**config.mk**
```make
export PLATFORM = sky130hd
export DESIGN_NAME = prio_irq_ctrl
export DESIGN_NICKNAME = d
export VERILOG_FILES = /design/src/rtl/pic_pkg.sv /design/src/rtl/pic_first_set.sv /design/src/rtl/pic_req_latch.sv /design/src/rtl/prio_irq_ctrl.sv
export SDC_FILE = /design/constraint.sdc
export NUM_CORES = 1
export LEC_CHECK = 0
export BUFFER_PORTS_ARGS = -buffer_cell sky130_fd_sc_hd__clkbuf_2
export CAP_MARGIN = 20
export CORE_ASPECT_RATIO = 1.2
export CORE_MARGIN = 2
export CORE_UTILIZATION = 50
export DETAILED_ROUTE_END_ITERATION = 10
export HOLD_SLACK_MARGIN = 0.1
export PLACE_DENSITY = 0.71
export RECOVER_POWER = 25
export SETUP_SLACK_MARGIN = 0.15
export SLEW_MARGIN = 20
export SYNTH_ARGS = -nofsm -noshare
export SYNTH_HDL_FRONTEND = slang
export SYNTH_SLANG_ARGS = --single-unit
```
**constraint.sdc**
```tcl
create_clock -name clk -period 3 [get_ports clk]
set_clock_uncertainty 0.05 [all_clocks]
set_input_delay 0.45 -clock clk [delete_from_list [all_inputs] [get_ports clk]]
set_output_delay 0.45 -clock clk [all_outputs]
set_load 0.05 [all_outputs]
```
**src/rtl/pic_pkg.sv**
```systemverilog
package pic_pkg;
    typedef enum logic [1:0] {
        INIT_NONE = 2'd0,
        INIT_W1   = 2'd1,
        INIT_W2   = 2'd2,
        INIT_W3   = 2'd3
    } init_st_e;

    // command decode bit positions
    localparam int unsigned START_BIT    = 4;
    localparam int unsigned LEVEL_BIT    = 3;
    localparam int unsigned SEL_CMD_BIT  = 3;
    localparam int unsigned RDSEL_EN_BIT = 1;
    localparam int unsigned RDSEL_BIT    = 0;
    localparam int unsigned EOI_LSB      = 5;
    localparam logic [2:0]  EOI_NONSPEC  = 3'b001;
endpackage

```
**src/rtl/pic_first_set.sv**
```systemverilog
module pic_first_set #(
    parameter int unsigned N     = 8,
    parameter int unsigned IDX_W = 3
) (
    input  logic [N-1:0]     vec_i,
    output logic             found_o,
    output logic [IDX_W-1:0] idx_o
);
    // lowest set index wins
    always_comb begin
        found_o = 1'b0;
        idx_o   = '0;
        for (int i = N - 1; i >= 0; i--) begin
            if (vec_i[i]) begin
                found_o = 1'b1;
                idx_o   = IDX_W'(i);
            end
        end
    end
endmodule

```
**src/rtl/pic_req_latch.sv**
```systemverilog
module pic_req_latch #(
    parameter int unsigned N = 8
) (
    input  logic         clk,
    input  logic         rst_n,
    input  logic [N-1:0] irq_i,
    input  logic         level_i,
    input  logic         clear_i,
    input  logic [N-1:0] ack_clr_i,
    output logic [N-1:0] irr_o
);
    typedef struct packed {
        logic [N-1:0] prev;
        logic [N-1:0] irr;
    } lat_t;

    lat_t l_q, l_d;
    logic [N-1:0] held;

    for (genvar g = 0; g < N; g++) begin : g_line
        assign held[g] = level_i ? irq_i[g]
                       : ((l_q.irr[g] | (irq_i[g] & ~l_q.prev[g])) & irq_i[g]);
    end

    always_comb begin
        l_d      = l_q;
        l_d.prev = irq_i;
        l_d.irr  = clear_i ? '0 : (held & ~ack_clr_i);
    end

    always_ff @(posedge clk or negedge rst_n) begin
        if (!rst_n) l_q <= '0;
        else        l_q <= l_d;
    end

    assign irr_o = l_q.irr;

    // a line that is low never leaves its pending bit set
    p_low_line_clear_r4: assert property (@(posedge clk) disable iff (!rst_n)
        1'b1 |=> ((l_q.irr & ~$past(irq_i)) == '0));

    // acknowledge clears at most one line
    p_ack_single_r7: assert property (@(posedge clk) disable iff (!rst_n)
        $onehot0(ack_clr_i));
endmodule

```
**src/rtl/prio_irq_ctrl.sv**
```systemverilog
module prio_irq_ctrl
    import pic_pkg::*;
#(
    parameter int unsigned N_IRQ  = 8,
    parameter int unsigned DATA_W = 8
) (
    input  logic              clk,
    input  logic              rst_n,
    input  logic              cs_i,
    input  logic              wr_i,
    input  logic              a0_i,
    input  logic [DATA_W-1:0] wdata_i,
    output logic [DATA_W-1:0] rdata_o,
    input  logic [N_IRQ-1:0]  irq_i,
    input  logic              inta_i,
    output logic              intr_o,
    output logic [DATA_W-1:0] vector_o,
    output logic              vector_valid_o
);
    localparam int unsigned IDX_W  = $clog2(N_IRQ);
    localparam int unsigned BASE_W = DATA_W - IDX_W;

    typedef struct packed {
        init_st_e          init_st;
        logic              level;
        logic              sel_isr;
        logic [N_IRQ-1:0]  mask;
        logic [BASE_W-1:0] base;
        logic [N_IRQ-1:0]  isr;
        logic [DATA_W-1:0] vec;
        logic              vec_vld;
    } ctl_t;

    ctl_t c_q, c_d;

    logic             cmd_wr, dat_wr, is_start, is_sel, is_eoi;
    logic [N_IRQ-1:0] irr, pend, ack_clr;
    logic             pend_any, isr_any, grant;
    logic [IDX_W-1:0] pend_idx, isr_idx;

    assign cmd_wr   = cs_i & wr_i & ~a0_i;
    assign dat_wr   = cs_i & wr_i & a0_i;
    assign is_start = cmd_wr & wdata_i[START_BIT];
    assign is_sel   = cmd_wr & ~wdata_i[START_BIT] & wdata_i[SEL_CMD_BIT];
    assign is_eoi   = cmd_wr & ~wdata_i[START_BIT] & ~wdata_i[SEL_CMD_BIT]
                    & (wdata_i[EOI_LSB +: 3] == EOI_NONSPEC);

    pic_req_latch #(.N(N_IRQ)) u_latch (
        .clk       (clk),
        .rst_n     (rst_n),
        .irq_i     (irq_i),
        .level_i   (c_q.level),
        .clear_i   (is_start),
        .ack_clr_i (ack_clr),
        .irr_o     (irr)
    );

    assign pend = irr & ~c_q.mask;

    pic_first_set #(.N(N_IRQ), .IDX_W(IDX_W)) u_pend_enc (
        .vec_i   (pend),
        .found_o (pend_any),
        .idx_o   (pend_idx)
    );

    pic_first_set #(.N(N_IRQ), .IDX_W(IDX_W)) u_isr_enc (
        .vec_i   (c_q.isr),
        .found_o (isr_any),
        .idx_o   (isr_idx)
    );

    assign intr_o  = pend_any && (!isr_any || (pend_idx < isr_idx));
    assign grant   = inta_i & intr_o;
    assign ack_clr = grant ? (N_IRQ'(1) << pend_idx) : '0;

    always_comb begin
        c_d         = c_q;
        c_d.vec_vld = inta_i;
        if (inta_i) begin
            c_d.vec = {c_q.base, (grant ? pend_idx : {IDX_W{1'b1}})};
        end
        if (is_eoi && isr_any) c_d.isr[isr_idx] = 1'b0;
        if (grant)             c_d.isr[pend_idx] = 1'b1;
        if (is_sel && wdata_i[RDSEL_EN_BIT]) c_d.sel_isr = wdata_i[RDSEL_BIT];
        if (dat_wr) begin
            case (c_q.init_st)
                INIT_NONE: c_d.mask = wdata_i[N_IRQ-1:0];
                INIT_W1: begin
                    c_d.base    = wdata_i[DATA_W-1:IDX_W];
                    c_d.init_st = INIT_W2;
                end
                INIT_W2: c_d.init_st = INIT_W3;
                default: c_d.init_st = INIT_NONE;
            endcase
        end
        if (is_start) begin
            c_d.init_st = INIT_W1;
            c_d.level   = wdata_i[LEVEL_BIT];
            c_d.mask    = '0;
            c_d.isr     = '0;
            c_d.sel_isr = 1'b0;
        end
    end

    always_ff @(posedge clk or negedge rst_n) begin
        if (!rst_n) c_q <= '0;
        else        c_q <= c_d;
    end

    assign rdata_o = a0_i ? DATA_W'(c_q.mask)
                   : (c_q.sel_isr ? DATA_W'(c_q.isr) : DATA_W'(irr));
    assign vector_o       = c_q.vec;
    assign vector_valid_o = c_q.vec_vld;

    // start command always enters the first setup word
    p_start_enters_r2: assert property (@(posedge clk) disable iff (!rst_n)
        is_start |=> (c_q.init_st == INIT_W1));

    // nothing unmasked pending means no interrupt
    p_mask_quiet_r3: assert property (@(posedge clk) disable iff (!rst_n)
        ((irr & ~c_q.mask) == '0) |-> !intr_o);

    // a granted acknowledge adds exactly one in-service bit
    p_grant_isr_r7: assert property (@(posedge clk) disable iff (!rst_n)
        (inta_i && intr_o && !is_eoi && !is_start)
        |=> ($countones(c_q.isr) == $past($countones(c_q.isr)) + 1));

    // acknowledge with no winner returns line 7 code
    p_spurious_code_r8: assert property (@(posedge clk) disable iff (!rst_n)
        (inta_i && !intr_o) |=> (vector_valid_o && (vector_o[IDX_W-1:0] == {IDX_W{1'b1}})));

    // spurious acknowledge leaves in-service untouched
    p_spurious_isr_r8: assert property (@(posedge clk) disable iff (!rst_n)
        (inta_i && !intr_o && !is_eoi && !is_start) |=> $stable(c_q.isr));

    // end-of-interrupt removes exactly one in-service bit
    p_eoi_one_r9: assert property (@(posedge clk) disable iff (!rst_n)
        (is_eoi && isr_any && !inta_i)
        |=> ($countones(c_q.isr) == $past($countones(c_q.isr)) - 1));
endmodule

```
==> results of run 1 <==
[worst register-to-register path: stages (launching register included)]
cell	delay, ns
dfrtp_2	0.46
nor4_4	0.32
o41ai_1	0.13
ha_1	0.36
a221oi_4	0.30
buf_4	0.16
o21a_1	0.29
a31oi_1	0.13
[routing by layer]
metal	global-route usage [%]	up-vias	wire [um]
li1	-	1061	-
met1	32.3	1062	2830
met2	36.8	72	3060
met3	3.86	13	289
met4	9.62	0	183
met5	0	-	0
[cells by family (layout without fill, tap and decap cells)]
logic type / count (synthesis) / count (layout) / synth area share, %
AO/OA/AOI/OAI: 64 / 64 / 16.8
adder cells (fa/ha/maj): 5 / 5 / 2.37
buffers and inverters: 24 / 67 / 5.25
flip-flops: 50 / 50 / 47.3
multiplexers: 17 / 17 / 6.86
AND/OR/NAND/NOR: 116 / 116 / 21.4
[sequential cells by signal, summed over array words and instances, names as in the netlist]
name,count
vector_o,8
c_q,25
u_latch.irr_o,8
u_latch.l_q,8
vector_valid_o,1
[final timing paths]
kind                                         endpoint  slack, ns  depth (start not counted)
min in group asynchronous         c_q[18]$_DFFE_PN0P_       0.39                          1
min                         u_latch.l_q[14]$_DFF_PN0_       0.20                          1
max reg2reg                   vector_o[0]$_DFFE_PN0P_       0.66                          7
max in group asynchronous  u_latch.irr_o[7]$_DFF_PN0_       1.57                          2
min reg2reg                       c_q[21]$_DFFE_PN0P_       0.45                          2
max                                            intr_o       0.19                          7
[repair_timing]
item	4_1_cts	5_1_grt
setup endpoints to repair	1	1
buffers inserted	2	5
gates resized for setup	8	8
pin swaps	4	8
hold endpoints to repair	0	0
[per-stage QoR]
stage	cells	area [um2]	power (mW)	hold WS (ns)	util, %
floorplan	276	2650	2.18	0.104	-
global placement	366	2850	2.47	0.418	55.0
detailed placement	366	2850	2.48	0.428	55.0
CTS	376	2990	2.97	0.104	57.6
global route	381	3040	3.23	0.186	58.6
finish	381	3040	3.03	0.196	58.6
[Yosys cell counts (2+ instances only)]
cell type	number
mux2i_1	8
buf_4	8
nor2_1	15
nand2_1	44
mux2_2	9
o31ai_1	4
o311ai_0	2
nor3_1	4
a21oi_1	12
o22ai_1	4
and2_1	2
ha_1	5
o32ai_1	2
dfrtp_1	50
nor2b_1	7
a31oi_1	2
inv_1	7
clkbuf_1	5
o211ai_1	2
nand3_1	27
o21a_1	3
o21ai_0	20
and2_2	2
nand2b_1	5
[area by class of cell]
| type | count | area [um2] |
|---|---|---|
| fill | 459 | 2150 |
| multi-input combinational | 202 | 1290 |
| sequential | 50 | 1260 |
| timing repair buffer | 52 | 295 |
| tap | 62 | 77.6 |
| clock buffer | 5 | 68.8 |
| clock inverter | 3 | 28.8 |
| inverter | 7 | 26.3 |
[power by group through the flow]
stage | Sequential (mW) | Combinational (mW) | Clock (mW)
2_1_floorplan | 0.997 | 1.18 | 0
3_3_place_gp | 1.05 | 1.42 | 0
3_5_place_dp | 1.05 | 1.42 | 0
4_1_cts | 1.04 | 1.49 | 0.438
5_1_grt | 1.08 | 1.68 | 0.475
6_report | 1.05 | 1.55 | 0.431
==> run_results.csv, run 1 <==
group,metric,value,unit
power,pwr-share-comb,51.3,%
setup_path,worstPathCellList,"nor4_4, o41ai_1, ha_1, a221oi_4, a21oi_2, a21oi_2, buf_8",
logic_synthesis,syn_nets,303,
setup_path,reg2reg_from,"c_q[9]$_DFF_PN0_",
sta,fin_crit_sh,93.8,%
clock_network,h-tree-depth,2,
sta,worst_slack,0.187,ns
clock_network,cts_root_buffer,"clkbuf_8",
final_layout,drive_above_1_share,26.3,%
hold_path,worstHoldPathType,"in -> reg",
routing,wl_per_cell,16.7,um
setup_path,crit_buf_inv,1,
clock_network,numCtsBuffers,5,
sta,tightest_slew,1.43,ns
routing,wl,6360,um
routing,detail-route-antenna-nets,0,
sta,drv_slew,0,
logic_synthesis,yosysTopAreaCell,"dfrtp_1",
logic_synthesis,ys_ff_latch,50,
clock_network,ctsHoldBuffers,0,
routing,avgViaCountPerCell,5.80,
floorplanning,fp-row-count,29,
global_route,antenna_found_initial,0,
power,seq_power_share,34.5,%
floorplanning,die_h,83.7,um
sta,rsz0062_at_grt,"true",
placement,place_ws,0.300,ns
final_layout,antenna_cells,0,
sta,relSlewSlack,4.98,%
final_layout,layout.nets,345,
logic_synthesis,yosysUniqueCellTypes,51,
sta,hold_violations,0,
setup_path,crit_start,"c_q[9]$_DFF_PN0_",
power,p_per_area,997,nW/um2
floorplanning,io_pins,40,
final_layout,area_growth,15.0,%
logic_synthesis,ys_seq_area_share,47.3,%
setup_path,crit_required,2.50,ns
clock_network,cts_max_path_buffers,2,
setup_path,cpMostUsedCell,"a21oi_2",
setup_path,cp_slowest_stage_delay,0.46,ns
run,drv_cap,0,
logic_synthesis,ys.flop_type,"dfrtp_1",
routing,drt_iter0_markers,148,
setup_path,worstSetupPathType,"reg -> out",
floorplanning,die_x,70.4,um
floorplanning,initial_core_util,51.0,%
logic_synthesis,synth_warnings,0,
logic_synthesis,synth_edf_count,0,
setup_path,cp_max_fo,5,
power,ir_drop,0.000401,V
logic_synthesis,synth_cells,276,
setup_path,worst_setup_path_start_kind,"flop",
global_route,grt.total_usage,23.5,%
routing,dr_total_vias,2208,
sta,fmax,356,MHz
placement,place_congestion,0.916,
global_route,grt_pass1_vias,2195,
final_layout,layout_common_cells,"dfrtp_1, nand2_1, clkbuf_2, nand3_1, o21ai_0",
power,clkPwrFrac,14.2,%
power,p_int,1.61,mW
floorplanning,core,5190,um2
logic_synthesis,async_flop_share,100,%
floorplanning,dieArea,5890,um2
hold_path,hp-start,"irq_i[6]",
setup_path,worstSetupEndpointType,"output port",
global_route,grt_pass1_wl,10900,um
logic_synthesis,avgSynthCellArea,9.58,um2
sta,setup_viol,0,
logic_synthesis,synth_area,2650,um2
status,status,"finished, final reports clean",
sta,tns,0,ns
power,p_sw_share,47.0,%
logic_synthesis,synthTopCellsByArea,"dfrtp_1, nand2_1, nand3_1, mux2_2, o21ai_0",
sta,min_period,2.81,ns
logic_synthesis,synth.top_cell.area_share,47.3,%
routing,drc_errors,0,
setup_path,crit_slowest_cell,"dfrtp_2",
placement,portBuffers,39,
clock_network,cts_tree,"done",
clock_network,cts.sinks,50,
setup_path,critPathArrivalTime,2.31,ns
power,p_switching,1.43,mW
global_route,grt_max_degree,27,
global_route,overflow,0,
placement,hpwlAfterDp,4680,um
clock_network,clk_pin_slew,0.10,ns
final_layout,layout_commonest_cell,"dfrtp_1",
clock_network,clk-insertion-delay-late,0.32,ns
routing,firstDrtPassIters,5,
power,power_leakage,1.43,nW
setup_path,path_delay_family,"compound AO/OA/AOI/OAI gates",
Power figures use the tool's default switching activity.
==> run 2: changes to the inputs <==
--- a/config.mk
+++ b/config.mk
@@ -7,7 +7,6 @@
 export LEC_CHECK = 0
 export BUFFER_PORTS_ARGS = -buffer_cell sky130_fd_sc_hd__clkbuf_2
 export CAP_MARGIN = 20
-export CORE_ASPECT_RATIO = 1.2
 export CORE_MARGIN = 2
 export CORE_UTILIZATION = 50
 export DETAILED_ROUTE_END_ITERATION = 10
==> run_results.csv, run 2 (same netlist as run 1, synthesis figures left out) <==
group,metric,value,unit
status,status,"finished, final reports clean",
hold_path,hp-start,"irq_i[1]",
clock_network,h-tree-depth,2,
clock_network,cts_tree,"done",
hold_path,hold-path-cell-count,1,
run,drv_cap,0,
global_route,grt_max_degree,51,
floorplanning,io_pins,40,
routing,firstDrtPassIters,4,
clock_network,clk_pin_slew,0.08,ns
sta,relSlewSlack,19.8,%
power,p_per_area,1010,nW/um2
floorplanning,core,5110,um2
power,p_switching,1.42,mW
clock_network,cts_max_path_buffers,2,
final_layout,largest_register_ffs,25,
sta,hold_violations,0,
global_route,grt_pass1_vias,2137,
final_layout,regMostFlops,"c_q",
setup_path,worstSetupEndpointType,"output port",
global_route,antenna_found_initial,0,
sta,fmax,357,MHz
routing,dr_total_vias,2189,
sta,setup_viol,0,
setup_path,worstSetupPathType,"reg -> out",
final_layout,layout.nets,343,
clock_network,numCtsBuffers,5,
placement,hpwlAfterDp,4840,um
clock_network,clk-insertion-delay-late,0.30,ns
routing,drc_errors,0,
floorplanning,dieArea,5890,um2
final_layout,drive_above_1_share,24.1,%
sta,tightest_slew,1.20,ns
setup_path,crit_required,2.50,ns
power,pwr-share-comb,52.4,%
setup_path,reg2reg_from,"u_latch.irr_o[3]$_DFF_PN0_",
routing,wl_per_cell,17.1,um
final_layout,layout.cells.non_filler,386,
clock_network,cts.sinks,50,
setup_path,worst_setup_path_start_kind,"flop",
hold_path,min_to,"u_latch.l_q[9]$_DFF_PN0_",
power,p_int,1.62,mW
setup_path,cp_max_fo,5,
floorplanning,die_h,76.7,um
power,clkPwrFrac,12.5,%
final_layout,final_core_util,59.0,%
global_route,grt_pass1_wl,10900,um
clock_network,ctsHoldBuffers,0,
global_route,use_met1,33.3,%
final_layout,antenna_cells,0,
setup_path,crit-reg2reg-capture,"vector_o[0]$_DFFE_PN0P_",
routing,wl,6610,um
sta,tns,0,ns
global_route,grt.total_usage,23.8,%
floorplanning,die_x,76.7,um
placement,portBuffers,39,
power,ir_drop,0.000768,V
global_route,overflow,0,
power,power_leakage,1.41,nW
clock_network,cts_root_buffer,"clkbuf_8",
placement,place_congestion,0.929,
setup_path,critPathArrivalTime,2.30,ns
floorplanning,fp-row-count,26,
global_route,grt-busiest-layer,"met2",
routing,detail-route-antenna-nets,0,
final_layout,layout_common_cells,"dfrtp_1, nand2_1, clkbuf_2, nand3_1, o21ai_0",
placement,placed_cells,371,
setup_path,r2r.worst_path.cells,9,
global_route,grtUsageMet2,36.8,%
floorplanning,initial_core_util,51.8,%
power,seq_power_share,35.1,%
hold_path,worstHoldPathType,"in -> reg",
sta,drv_slew,0,
global_route,grt_util_met3,4.82,%
sta,fin_crit_sh,93.3,%
power,p_sw_share,46.6,%
setup_path,r2r_setup_slack,0.66,ns
sta,min_period,2.80,ns
final_layout,layout_commonest_cell,"dfrtp_1",
routing,drt_iter0_markers,156,
final_layout,area_growth,13.9,%
routing,avgViaCountPerCell,5.67,
sta,rsz0062_at_grt,"true",
==> run 2: changes by cell type in the layout (fill, tap and decap cells not counted), moves of 2 or more <==
cell,before,now
buf_4,13,10
dfrtp_1,45,47
clkinv_4,2,0
dfrtp_2,5,3
==> run 2: power by group through the flow <==
stage	Combinational [mW]	Clock (mW)	Sequential [mW]
4_1_cts	1.46	0.395	1.06
5_1_grt	1.71	0.424	1.09
3_3_place_gp	1.39	0	1.06
6_report	1.59	0.381	1.07
3_5_place_dp	1.40	0	1.08
2_1_floorplan	1.18	0	0.997
==> run 2: worst max-delay path by stage <==
| stage | startpoint | to | slack (ns) | cells after the start |
|---|---|---|---|---|
| floorplan | u_latch.irr_o[4]$_DFF_PN0_ | intr_o | 0.32 | 8 |
| global route | c_q[14]$_DFF_PN0_ | intr_o | 0.05 | 9 |
| global placement | u_latch.irr_o[3]$_DFF_PN0_ | intr_o | 0.34 | 9 |
| finish | c_q[14]$_DFF_PN0_ | intr_o | 0.20 | 9 |
| CTS | u_latch.irr_o[4]$_DFF_PN0_ | intr_o | 0.15 | 9 |
| detailed placement | u_latch.irr_o[3]$_DFF_PN0_ | intr_o | 0.30 | 9 |
==> run 2: layout make-up <==
cell class	count	area (um2)
Clock buffer	5	68.8
Clock inverter	2	13.8
Fill cell	467	2090
Inverter	7	26.3
Multi-Input combinational cell	202	1280
Sequential cell	50	1250
Tap cell	70	87.6
Timing Repair Buffer	50	277
==> run 2: what timing repair did <==
| item | CTS | global route |
|---|---|---|
| gates resized for setup | 6 | 6 |
| setup buffers | 2 | 6 |
| setup endpoints to repair | 1 | 1 |
| pin swaps | 4 | 7 |
==> run 2: worst max-delay path: stages, from the launching register on <==
cell     delay (ns)
dfrtp_2        0.46
nor2_1         0.23
o21a_1         0.17
o31ai_2        0.06
ha_1           0.30
o21a_1         0.22
o32ai_4        0.18
a21oi_2        0.08
a21oi_2        0.15
buf_8          0.16
==> run 2: per-layer routing <==
metal  wire [um]  up-vias  share of wire (%)
met3         395       10                6.0
li1            -     1056                  -
met5           0        -                  0
met2        3050       79                 46
met1        3050     1044                 46
met4         119        0                1.8
==> run 2: per-stage QoR <==
stage | instance area, um2 | hold slack [ns] | power (mW) | worst slack (ns)
floorplan | 2650 | 0.104 | 2.18 | 0.323
global placement | 2840 | 0.419 | 2.45 | 0.341
detailed placement | 2840 | 0.434 | 2.48 | 0.299
CTS | 2960 | 0.207 | 2.92 | 0.153
global route | 3010 | 0.206 | 3.23 | 0.0531
finish | 3010 | 0.218 | 3.04 | 0.200
